$ cat src/rtl/timer13_pkg.sv
package timer13_pkg;
  localparam int LOW_BITS  = 5;
  localparam int HIGH_BITS = 8;
  localparam int CNT_BITS  = LOW_BITS + HIGH_BITS;
  localparam int DATA_W    = 8;

  // control register bit positions
  localparam int B_RUN  = 0;
  localparam int B_GATE = 1;
  localparam int B_PIN  = 2;
  localparam int B_SYS  = 3;
  localparam int B_OVF  = 4;

  typedef enum logic [1:0] {
    SEL_LOW  = 2'd0,
    SEL_HIGH = 2'd1,
    SEL_CTRL = 2'd2,
    SEL_NONE = 2'd3
  } reg_sel_e;

  typedef struct packed {
    logic sys_sel;
    logic pin_sel;
    logic gate_en;
    logic run;
  } ctrl_t;
endpackage

$ cat src/rtl/pin_sync.sv
module pin_sync #(
  parameter int STAGES = 2
) (
  input  logic clk,
  input  logic rst_n,
  input  logic din,
  output logic level,
  output logic fall
);
  logic [STAGES:0] sh;

  always_ff @(posedge clk or negedge rst_n) begin
    if (!rst_n) sh <= '0;
    else        sh <= {sh[STAGES-1:0], din};
  end

  assign level = sh[STAGES-1];
  assign fall  = sh[STAGES] & ~sh[STAGES-1];
endmodule

$ cat src/rtl/timer13_channel.sv
module timer13_channel
  import timer13_pkg::*;
#(
  parameter int SYNC_STAGES = 2
) (
  input  logic                clk,
  input  logic                rst_n,
  input  logic                wr_low,
  input  logic                wr_high,
  input  logic                wr_ctrl,
  input  logic [DATA_W-1:0]   wr_data,
  input  logic                presc_tick,
  input  logic                cnt_pin,
  input  logic                gate_pin,
  input  logic                ovf_ack,
  output logic [DATA_W-1:0]   low_q,
  output logic [HIGH_BITS-1:0] high_q,
  output logic [DATA_W-1:0]   ctrl_rd,
  output logic [CNT_BITS-1:0] cnt_q,
  output logic                ovf_q
);
  ctrl_t ctrl_q;
  logic  gate_lvl, pin_fall, unused_pin_lvl, unused_gate_fall;
  logic  tick, enable, step, wrap;
  logic [CNT_BITS-1:0] cnt_nxt;

  pin_sync #(.STAGES(SYNC_STAGES)) u_cnt_sync (
    .clk(clk), .rst_n(rst_n), .din(cnt_pin),
    .level(unused_pin_lvl), .fall(pin_fall)
  );
  pin_sync #(.STAGES(SYNC_STAGES)) u_gate_sync (
    .clk(clk), .rst_n(rst_n), .din(gate_pin),
    .level(gate_lvl), .fall(unused_gate_fall)
  );

  assign cnt_q   = {high_q, low_q[LOW_BITS-1:0]};
  assign cnt_nxt = cnt_q + 1'b1;

  always_comb begin
    if (ctrl_q.pin_sel)      tick = pin_fall;
    else if (ctrl_q.sys_sel) tick = 1'b1;
    else                     tick = presc_tick;
  end

  assign enable = ctrl_q.run & (~ctrl_q.gate_en | gate_lvl);
  assign step   = enable & tick & ~(wr_low | wr_high);
  assign wrap   = step & (&cnt_q);

  always_ff @(posedge clk or negedge rst_n) begin
    if (!rst_n) begin
      low_q  <= '0;
      high_q <= '0;
    end else begin
      if (wr_low)    low_q <= wr_data;
      else if (step) low_q[LOW_BITS-1:0] <= cnt_nxt[LOW_BITS-1:0];
      if (wr_high)   high_q <= wr_data[HIGH_BITS-1:0];
      else if (step) high_q <= cnt_nxt[CNT_BITS-1:LOW_BITS];
    end
  end

  always_ff @(posedge clk or negedge rst_n) begin
    if (!rst_n) begin
      ctrl_q <= '0;
      ovf_q  <= 1'b0;
    end else begin
      if (wr_ctrl) ctrl_q <= ctrl_t'(wr_data[B_SYS:B_RUN]);
      if (wrap)         ovf_q <= 1'b1;
      else if (wr_ctrl) ovf_q <= wr_data[B_OVF];
      else if (ovf_ack) ovf_q <= 1'b0;
    end
  end

  always_comb begin
    ctrl_rd = '0;
    ctrl_rd[B_SYS:B_RUN] = ctrl_q;
    ctrl_rd[B_OVF]       = ovf_q;
  end
endmodule

$ cat src/rtl/gated_timer13.sv
module gated_timer13
  import timer13_pkg::*;
#(
  parameter int NCH = 2,
  parameter int SYNC_STAGES = 2,
  localparam int CH_W = (NCH > 1) ? $clog2(NCH) : 1,
  localparam int ADDR_W = CH_W + 2
) (
  input  logic              clk,
  input  logic              rst_n,
  input  logic              wr_en,
  input  logic [ADDR_W-1:0] addr,
  input  logic [DATA_W-1:0] wr_data,
  output logic [DATA_W-1:0] rd_data,
  input  logic              presc_tick,
  input  logic [NCH-1:0]    cnt_pin,
  input  logic [NCH-1:0]    gate_pin,
  input  logic [NCH-1:0]    ovf_ack,
  output logic [NCH-1:0]    ovf_irq
);
  logic [NCH-1:0][DATA_W-1:0]    ch_low;
  logic [NCH-1:0][HIGH_BITS-1:0] ch_high;
  logic [NCH-1:0][DATA_W-1:0]    ch_ctrl;
  logic [NCH-1:0][CNT_BITS-1:0]  ch_cnt;

  reg_sel_e sel;
  assign sel = reg_sel_e'(addr[1:0]);

  for (genvar i = 0; i < NCH; i++) begin : g_ch
    logic hit;
    assign hit = wr_en && (addr[ADDR_W-1:2] == CH_W'(i));

    timer13_channel #(.SYNC_STAGES(SYNC_STAGES)) u_ch (
      .clk(clk), .rst_n(rst_n),
      .wr_low(hit && sel == SEL_LOW),
      .wr_high(hit && sel == SEL_HIGH),
      .wr_ctrl(hit && sel == SEL_CTRL),
      .wr_data(wr_data),
      .presc_tick(presc_tick),
      .cnt_pin(cnt_pin[i]),
      .gate_pin(gate_pin[i]),
      .ovf_ack(ovf_ack[i]),
      .low_q(ch_low[i]),
      .high_q(ch_high[i]),
      .ctrl_rd(ch_ctrl[i]),
      .cnt_q(ch_cnt[i]),
      .ovf_q(ovf_irq[i])
    );
  end

  always_comb begin
    rd_data = '0;
    for (int i = 0; i < NCH; i++) begin
      if (addr[ADDR_W-1:2] == CH_W'(i)) begin
        case (sel)
          SEL_LOW:  rd_data = ch_low[i];
          SEL_HIGH: rd_data = ch_high[i];
          SEL_CTRL: rd_data = ch_ctrl[i];
          default:  rd_data = '0;
        endcase
      end
    end
  end
endmodule

$ cat config.mk
export PLATFORM = sky130hd
export DESIGN_NAME = gated_timer13
export DESIGN_NICKNAME = d
export VERILOG_FILES = /design/src/rtl/timer13_pkg.sv /design/src/rtl/pin_sync.sv /design/src/rtl/timer13_channel.sv /design/src/rtl/gated_timer13.sv
export SDC_FILE = /design/constraint.sdc
export NUM_CORES = 1
export LEC_CHECK = 0
export BUFFER_PORTS_ARGS = -buffer_cell sky130_fd_sc_hd__buf_2
export CAP_MARGIN = 20
export CELL_PAD_IN_SITES_DETAIL_PLACEMENT = 1
export CELL_PAD_IN_SITES_GLOBAL_PLACEMENT = 1
export CORE_ASPECT_RATIO = 0.9
export CORE_MARGIN = 5
export CORE_UTILIZATION = 40
export CTS_BUF_LIST = sky130_fd_sc_hd__clkbuf_8 sky130_fd_sc_hd__clkbuf_16
export CTS_CLUSTER_SIZE = 40
export DETAILED_ROUTE_END_ITERATION = 7
export PLACE_DENSITY = 0.82
export SYNTH_ARGS = -nofsm -noshare
export SYNTH_HDL_FRONTEND = slang
export SYNTH_SLANG_ARGS = --single-unit
$ cat constraint.sdc
create_clock -name clk -period 1.8 [get_ports clk]
set_input_delay 0.36 -clock clk [delete_from_list [all_inputs] [get_ports clk]]
set_output_delay 0.36 -clock clk [all_outputs]
set_load 0.05 [all_outputs]
After elaboration in Yosys (flattened, before gate mapping)
Cells that the tools add are included.

$add $sub $neg: 2. Equal/unequal tests: 2. Mux-type cells: 21. Bitwise operators: 21. Reductions and logical operators: 17.

Operators by type and width (count): case mux 8 bit (3 select lines) (2); two-way mux 8 bit (5); adder 13 x 1 -> 13 bit, second input constant (2); AND reduction 13 bit (2); two-way mux 5 bit (4); AND 1 bit (10); two-way mux 1 bit (10); logical AND 1 bit (8); nonzero test 2 bit (4); inverter 1 bit (7); nonzero test 3 bit (2); bitwise OR 1 bit (4); == test 2 x 1 -> 1 bit, second input constant (1); == test 2 bit, second input constant (1); logical NOT 2 bit (1).

Register bits after elaboration: 52. Input bits: 21. Output and inout bits: 10. Logic and storage cells: 83.

Longest topological paths before layout
Gate-level depths: netlist of the first run.

Depth after elaboration: 8. Gate-level depth with buffers: 8. Gate-level depth less buffers: 6.

Cells and area by module
A second synthesis of the first run with hierarchy kept.

Cell total of the unflattened synthesis: 364. Area, all modules: 3403.3 µm².

Modules (own cells, without submodules): timer13_channel (instances 2, cells each 135, area each 1263.7 µm², seq. area each 525.5 µm²); gated_timer13 (instances 1, cells each 78, area each 520.5 µm², seq. area each 0.0 µm²); pin_sync (instances 4, cells each 4, area each 88.8 µm², seq. area each 75.1 µm²).

Worst setup path after synthesis of the first run
Ideal clock, no wire load.

Path kind: input to output. Start: input port addr[1]. End: output port rd_data[0]. Data arrival time: 1.990 ns. Required time: 1.440 ns. Setup slack: -0.550 ns. Stages on the path: 5. Path buffers: 3. Path through: buf_2 clkbuf_1 clkbuf_1 a21oi_1 a21oi_1.

Word-level cells in the longest chain between the ends: 3. Elaborated cells on any way between the ends: 6.

RTL lines: start, declared (line gated_timer13.sv:12) `input logic [ADDR_W-1:0] addr,`; == test 2 bit, or another cell as far along (line gated_timer13.sv:55) `case (sel)`; case mux 8 bit (3 select lines) (line gated_timer13.sv:55); two-way mux 8 bit * (line gated_timer13.sv:54) `if (addr[ADDR_W-1:2] == CH_W'(i)) begin`; end, declared (line gated_timer13.sv:14) `output logic [DATA_W-1:0] rd_data,`.

Every way passes the cells marked *; elsewhere a longest branch is shown, timed or not.

Worst setup path in the final report of the first run
Start: register g_ch[0].u_ch.high_q[6]. End: output port rd_data[6].

Word-level cells in the longest chain between the ends: 2.

RTL lines: start, declared (line timer13_channel.sv:17) `output logic [HIGH_BITS-1:0] high_q,`; start signal, assigned (line timer13_channel.sv:56) `if (wr_high) high_q <= wr_data[HIGH_BITS-1:0];`; start signal, assigned (line timer13_channel.sv:57) `else if (step) high_q <= cnt_nxt[CNT_BITS-1:LOW_BITS];`; case mux 8 bit (3 select lines) (line gated_timer13.sv:55); two-way mux 8 bit (line gated_timer13.sv:54).

Every way passes these cells.

==> metrics, run 1 <==
syn_area_per_cell 9.35 sq um; antenna cells 0; CTS Buf Count 5; Worst EP arrival between 1.5 and 2 ns; Area Overhead vs Synth 38.3%; top cells by area, synth dfrtp_1 44%, nand2_1 4.7%, a21oi_1 3.9%, nor2_1 3.5%, o21ai_0 3.5%; total power 4.46 mW; # rows 29; CTS tree built; relative slew slack 62.6%; Vias per Instance approximately 5.8; final setup fails 7; Gate Count Post-Synth 319; Gate power share 45.4%; IO Pins 31; top_reg_cell synth dfrtp_1; vias in the first global route between 3000 and 4000; Worst VDD drop 0.603 mV; # clock sinks 52; Die Y 91.9 um; DRC viols 0; root buffer cell clkbuf_8; Pleak 1.79 nW; slowest CP cell mux4_2; clk_skew between 0.006 and 0.007 ns; Detail Route Antenna Nets 0; first-pass GRT wire length 16400 um; share of the yosys chip area belonging to registers 43.6%; Net Sw Frac 38.7%; flops & latches, synth 52; syn_nets 344; cell taking the most area after synthesis dfrtp_1; f_max 531 MHz; RSZ-0062 raised after global routing yes; layout cells sized above 1 42.6%; Worst Hold Margin 0.0260 ns; violated checks setup timing; CTS clk-pin slew, worst paths 0.09 ns; # nets final 442; Post-synth EDFFs 0; number of hold buffers added after CTS 0; status finished with violations; Sw Pwr ~1.7 mW; Starting DRT DRC Count about 260; critical-path maximum fanout 2; clock buffer depth 2; Final Wtd Congestion between 0.9 and 1; # fillers 813; post-synthesis compound-gate area fraction 19.2%; mapped cell area 2980 sq um; main combinational cell family by area after synthesis simple AND/OR/NAND/NOR gates; Slew Viols, Final 0; Critical R2R Launch g_ch[1].u_ch.u_cnt_sync.sh[1]$_DFF_PN0_; initial core utilization 41.7%; Worst Path Required about 1.4 ns; chip width 101 um; CP endpoint kind output port; largest net degree at the start of global routing 26; number of H-tree levels 2; r2r setup slk -0.04 ns; GRT overflow 0; CP max stage delay 0.50 ns; final worst-path cycle share 105%; worst-path cell chain mux4_2 -> nor2b_4 -> buf_6; sequential share of power 39.2%; synth warn 0; Fin. Hold Viols 0; die area 9290 sq um; Detailed Place HPWL 7190 um; crit path launch type register; post-synthesis simple-gate area fraction between 20% and 30%; Post-synth ARST share 100%; share of the synthesized area in the top cell type 43.6%; critical path type reg2out; initial antenna violation count 0; post-detailed-route wirelength per cell 20.5 um; final worst setup slack -0.0820 ns; vias 2965; Final min period 1.88 ns; post-synthesis mux area share 7.72%; Post-Synth Adder-Cell Area 1.68%; max-cap viol count 0; Synth Area in XOR/XNOR 2.64%; crit path from g_ch[0].u_ch.high_q[6]$_DFFE_PN0P_; drt pass-1 iters 4; port bufs 30; Clk pwr share between 10% and 20%; Total GRT Usage 22.3%; Core Area 7150 sq um; Clk Latency, worst-skew pair 0.31 ns; Distinct cells, synth 58; power per cell area 1080 nW/um^2; HP Class in2async; measured slew at the worst slew-check pin approximately 0.56 ns; Pint approximately 2.7 mW; WL final 10500 um
layout by cell type (no fill, tap or decap), drive strengths merged, types with 3 or more instances in the layout:
cell and n:
and3 6, clkbuf 6, o311ai 4, o22ai 3, dfrtp 52, nor3 11, nor2 29, a221o 7
mux2 10, a21oi 24, nand2b 3, ha 4, nor2b 4, mux2i 5, o21bai 4, xnor2 3
a21o 4, mux4 3, or2 5, buf 107, nand2 37, xor2 6, o21ai 23, nand4 4
nor3b 4, nand3 17, inv 13
worst max-delay path: cells and delay by family, from the launching register on:
| kind | cells | cell delay (ns) |
|---|---|---|
| and+or+nand+nor | 1 | 0.15 |
| DFF | 1 | 0.42 |
| muxes | 1 | 0.50 |
| buffers and inverters | 1 | 0.14 |
metrics by stage:
step | instances | worst slack (ns) | setup TNS (ns) | area [sq um] | utilization, %
final | 511 | -0.0820 | -0.224 | 4120 | 57.7
after global routing | 511 | -0.122 | -1.11 | 4120 | 57.7
after CTS | 497 | -0.0758 | -0.238 | 3940 | 55.2
after detailed placement | 473 | -0.276 | -4.62 | 3600 | 50.3
after global placement | 473 | -0.143 | -2.20 | 3600 | 50.3
after floorplan | 319 | 0.00737 | 0 | 3060 | -
routing by layer:
| metal | vias to the layer above | wire length (um) | track usage (%) |
|---|---|---|---|
| met2 | 82 | 5180 | 36.5 |
| met1 | 1522 | 4600 | 30.3 |
| met4 | 0 | 217 | 7.64 |
| li1 | 1344 | - | - |
| met3 | 17 | 491 | 3.26 |
| met5 | - | 0 | 0 |
synthesized netlist by cell type, drive strengths merged (2+ instances only):
cell and instances:
nand2 37, nand3 17, o21ai 23, dfrtp 52, nand4b 2, buf 10, clkbuf 6, nor2 29
mux4 3, inv 11, nand4 4, o211ai 2, xor2 6, nor2b 4, o311ai 4, nor3 11
o21bai 4, a21o 4, ha 4, nand2b 3, a31oi 2, a221o 7, or2 5, xnor2 3
mux2 10, o22ai 3, o221ai 2, nor3b 4, a21oi 24, mux2i 5, and3 6
cell type report:
cell class / count / area [sq um] / area share [%]
tap: 93 / 116 / 2.82
clock inverter: 2 / 7.51 / 0.182
clock buffer: 6 / 82.6 / 2.00
multi-input combinational: 239 / 1760 / 42.6
inverter: 12 / 45.0 / 1.09
timing repair buffer: 107 / 805 / 19.5
sequential: 52 / 1310 / 31.8
timing repair:
| item | in CTS | in global routing |
|---|---|---|
| buffers inserted | 16 | 15 |
| endpoints found under the setup margin | 20 | 25 |
| gates resized for setup | 45 | 22 |
| pin swaps | 1 | 8 |
sequential cells by signal, indices dropped and copies added (netlist names):
signal	cells
g_ch.u_ch.u_gate_sync.sh	4
g_ch.u_ch.high_q	16
g_ch.u_ch.u_cnt_sync.sh	6
g_ch.u_ch.low_q	16
g_ch.u_ch.ctrl_rd	8
g_ch.u_ch.ovf_q	2
power by group through the flow:
stage	Combinational [mW]	Sequential [mW]	Clock, mW
2_1_floorplan	0.962	1.71	0
3_3_place_gp	1.37	1.79	0
3_5_place_dp	1.44	1.82	0
4_1_cts	1.77	1.75	0.702
5_1_grt	2.18	1.78	0.750
6_report	2.02	1.75	0.688
worst paths after layout:
path                                                           endpoint  cells after the start
worst max-delay path                                         rd_data[6]                      3
worst min-delay path                  g_ch[0].u_ch.low_q[7]$_DFFE_PN0P_                      1
worst max register to register       g_ch[1].u_ch.high_q[2]$_DFFE_PN0P_                      8
worst min register to register  g_ch[0].u_ch.u_cnt_sync.sh[1]$_DFF_PN0_                      0
max in group asynchronous             g_ch[1].u_ch.low_q[4]$_DFFE_PN0P_                      2
min in group clk                g_ch[1].u_ch.u_cnt_sync.sh[0]$_DFF_PN0_                      1
kinds of logic (layout without fill, tap and decap cells):
group,Yosys count,count (layout)
buf+inv,28,127
fa+ha+maj,4,4
flops,52,52
compound gates,84,84
simple gates,124,124
xor+xnor,9,9
mux,18,18
Power figures use the tool's default switching activity.
==> run 2: changes to the inputs <==
SKIP_LAST_GASP = 1   (was unset)
==> run 2 against run 1 <==
The flow still finishes with violations (setup timing). Count of clock-buffer cells in the layout unchanged. Global-route usage grew 0.095 points. Critical path depth unchanged. Sequential share of layout area fell by 0.22 points. Power is 2.3% higher. Combinational power up 5%. Cell area grew 0.70%. Wire length grew 8.0%. Hold slack got worse by 0.00097 ns. Setup slack improved by 0.0059 ns. Fmax up 0.31%. Non-clock buffer count did not move. Critical path type unchanged.
==> metrics, run 2 (same netlist as run 1, synthesis figures left out) <==
status finished with violations; violated checks setup timing; Area Overhead vs Synth 39.2%; R2R cell count 7 (-1); most frequent cells in the layout 75 x buf_4, 45 x dfrtp_1, 35 x nand2_1; IO Pins 31 (unchanged); initial core utilization 41.7% (unchanged); clk_skew 0.00919 ns (+0.00272 ns); crit path launch type register; port bufs 30 (unchanged); die area 9290 sq um (unchanged); most common cell after layout, fill and taps aside buf_4; CTS clk-pin slew, worst paths 0.10 ns (about the same); Worst Path Required 1.44 ns (about the same); final worst-path cycle share 104% (-0.33 points); Total GRT Usage 22.4% (+0.095 points); CP endpoint kind output port; dpl cell area 3600 sq um (unchanged); # fillers 807 (-0.74%); vias 3049 (+2.8%); total negative slack -0.327 ns (-0.103 ns); f_max 533 MHz (+0.31%); Core Area 7150 sq um (unchanged); # rows 29 (unchanged); critical-path maximum fanout 2 (unchanged); post-detailed-route wirelength per cell 22.2 um (+8.0%); FF/Latch Area 1310 sq um (unchanged); Critical R2R Launch g_ch[1].u_ch.u_cnt_sync.sh[1]$_DFF_PN0_; layout cells sized above 1 43.1% (+0.48 points); Detailed Place HPWL 7190 um (unchanged); Worst Hold Margin 0.0251 ns (-0.000965 ns); r2r setup slk -0.03 ns (about the same); Clk Latency, worst-skew pair 0.31 ns (about the same); largest net degree at the start of global routing 26 (unchanged); final setup fails 8 (+1); WL final 11300 um (+8.0%); clock buffer depth 2 (unchanged); Worst VDD drop 0.586 mV (-2.8%); crit path from g_ch[0].u_ch.high_q[6]$_DFFE_PN0P_; Fin. Hold Viols 0 (unchanged); Pleak 1.81 nW (+0.95%); number of hold buffers added after CTS 0 (unchanged); GRT overflow 0 (unchanged); Final min period 1.88 ns (-0.00589 ns); measured slew at the worst slew-check pin 0.564 ns (+0.00270 ns); root buffer cell clkbuf_8; Worst EP arrival 1.52 ns (about the same); first-pass GRT wire length 16400 um (+0.26%); vias in the first global route 3190 (+0.063%); DRC viols 0 (unchanged); final worst setup slack -0.0761 ns (+0.00589 ns); chip width 101 um (unchanged); initial antenna violation count 0 (unchanged); worst r2r dst g_ch[1].u_ch.high_q[5]$_DFFE_PN0P_; Die Y 91.9 um (unchanged); CTS tree built; critical path type reg2out; relative slew slack 62.4% (-0.18 points); HP Class in2async; RSZ-0062 raised after global routing yes; number of H-tree levels 2 (unchanged); CTS Buf Count 5 (unchanged); Slew Viols, Final 0 (unchanged); # nets final 442 (unchanged); Vias per Instance 5.97 (+2.8%); Starting DRT DRC Count 293 (+11%); # clock sinks 52 (unchanged); critical path endpoint rd_data[6]; max-cap viol count 0 (unchanged); area of the multi-input gates 1790 sq um (+1.9%); final std cell area, no fill 4150 sq um (+0.70%); total power 4.56 mW (+2.3%); Final Wtd Congestion 0.906 (unchanged); Detail Route Antenna Nets 0 (unchanged); antenna cells 0 (unchanged); power per cell area 1100 nW/um^2 (+1.6%); drt pass-1 iters 4 (unchanged)
## run 2: cell counts in the layout (fill, tap and decap cells not counted)
No cell type changed its count.
## run 2: metrics by stage
step | utilization [%] | std cells | setup slack [ns]
after global routing | 58.1 | 511 | -0.134
after CTS | 55.1 | 497 | -0.0957
after global placement | 50.3 | 473 | -0.143
final | 58.1 | 511 | -0.0761
after floorplan | - | 319 | 0.00737
after detailed placement | 50.3 | 473 | -0.276
## run 2: layout make-up
type	count	area share [%]
Multi-Input combinational cell	239	43.1
Tap cell	93	2.80
Clock buffer	6	1.99
Timing Repair Buffer	107	19.3
Clock inverter	2	0.181
Inverter	12	1.08
Sequential cell	52	31.5
## run 2: how the worst min path moves through the flow
| stage | cells past startpoint | start | slack [ns] | to |
|---|---|---|---|---|
| finish | 1 | rst_n | 0.03 | g_ch[0].u_ch.low_q[7]$_DFFE_PN0P_ |
| global route | 1 | rst_n | 0.06 | g_ch[0].u_ch.high_q[6]$_DFFE_PN0P_ |
| CTS | 1 | rst_n | 0.03 | g_ch[0].u_ch.low_q[7]$_DFFE_PN0P_ |
| detailed placement | 0 | g_ch[0].u_ch.u_cnt_sync.sh[0]$_DFF_PN0_ | 0.34 | g_ch[0].u_ch.u_cnt_sync.sh[1]$_DFF_PN0_ |
| global placement | 0 | g_ch[0].u_ch.u_gate_sync.sh[0]$_DFF_PN0_ | 0.33 | g_ch[0].u_ch.u_gate_sync.sh[1]$_DFF_PN0_ |
| floorplan | 0 | rst_n | 0.06 | g_ch[0].u_ch.ctrl_rd[0]$_DFFE_PN0P_ |
## run 2: what timing repair did
item / 4_1_cts / 5_1_grt
setup endpoints to repair: 20 / 25
resized for setup: 44 / 27
pin swaps: 1 / 9
buffers inserted: 16 / 15
## run 2: layer usage
layer  wire length, um  track usage (%)  up-vias  share of wire [%]
li1                  -                -     1354                  -
met1              4820             30.2     1562                 43
met2              5660             37.0      108                 50
met3               578             3.64       25                5.1
met4               267             7.09        0                2.4
met5                 0                0        -                  0
## run 2: power by group
| group | total [mW] | switching (mW) | internal (mW) |
|---|---|---|---|
| combinational | 2.12 | 1.12 | 1.00 |
| sequential | 1.75 | 0.287 | 1.46 |
| clock | 0.697 | 0.393 | 0.304 |
## run 2: critical path: stages (launching register included)
cell and delay, ns:
dfrtp_1 0.42, mux4_2 0.49, nor2b_4 0.15, buf_6 0.14
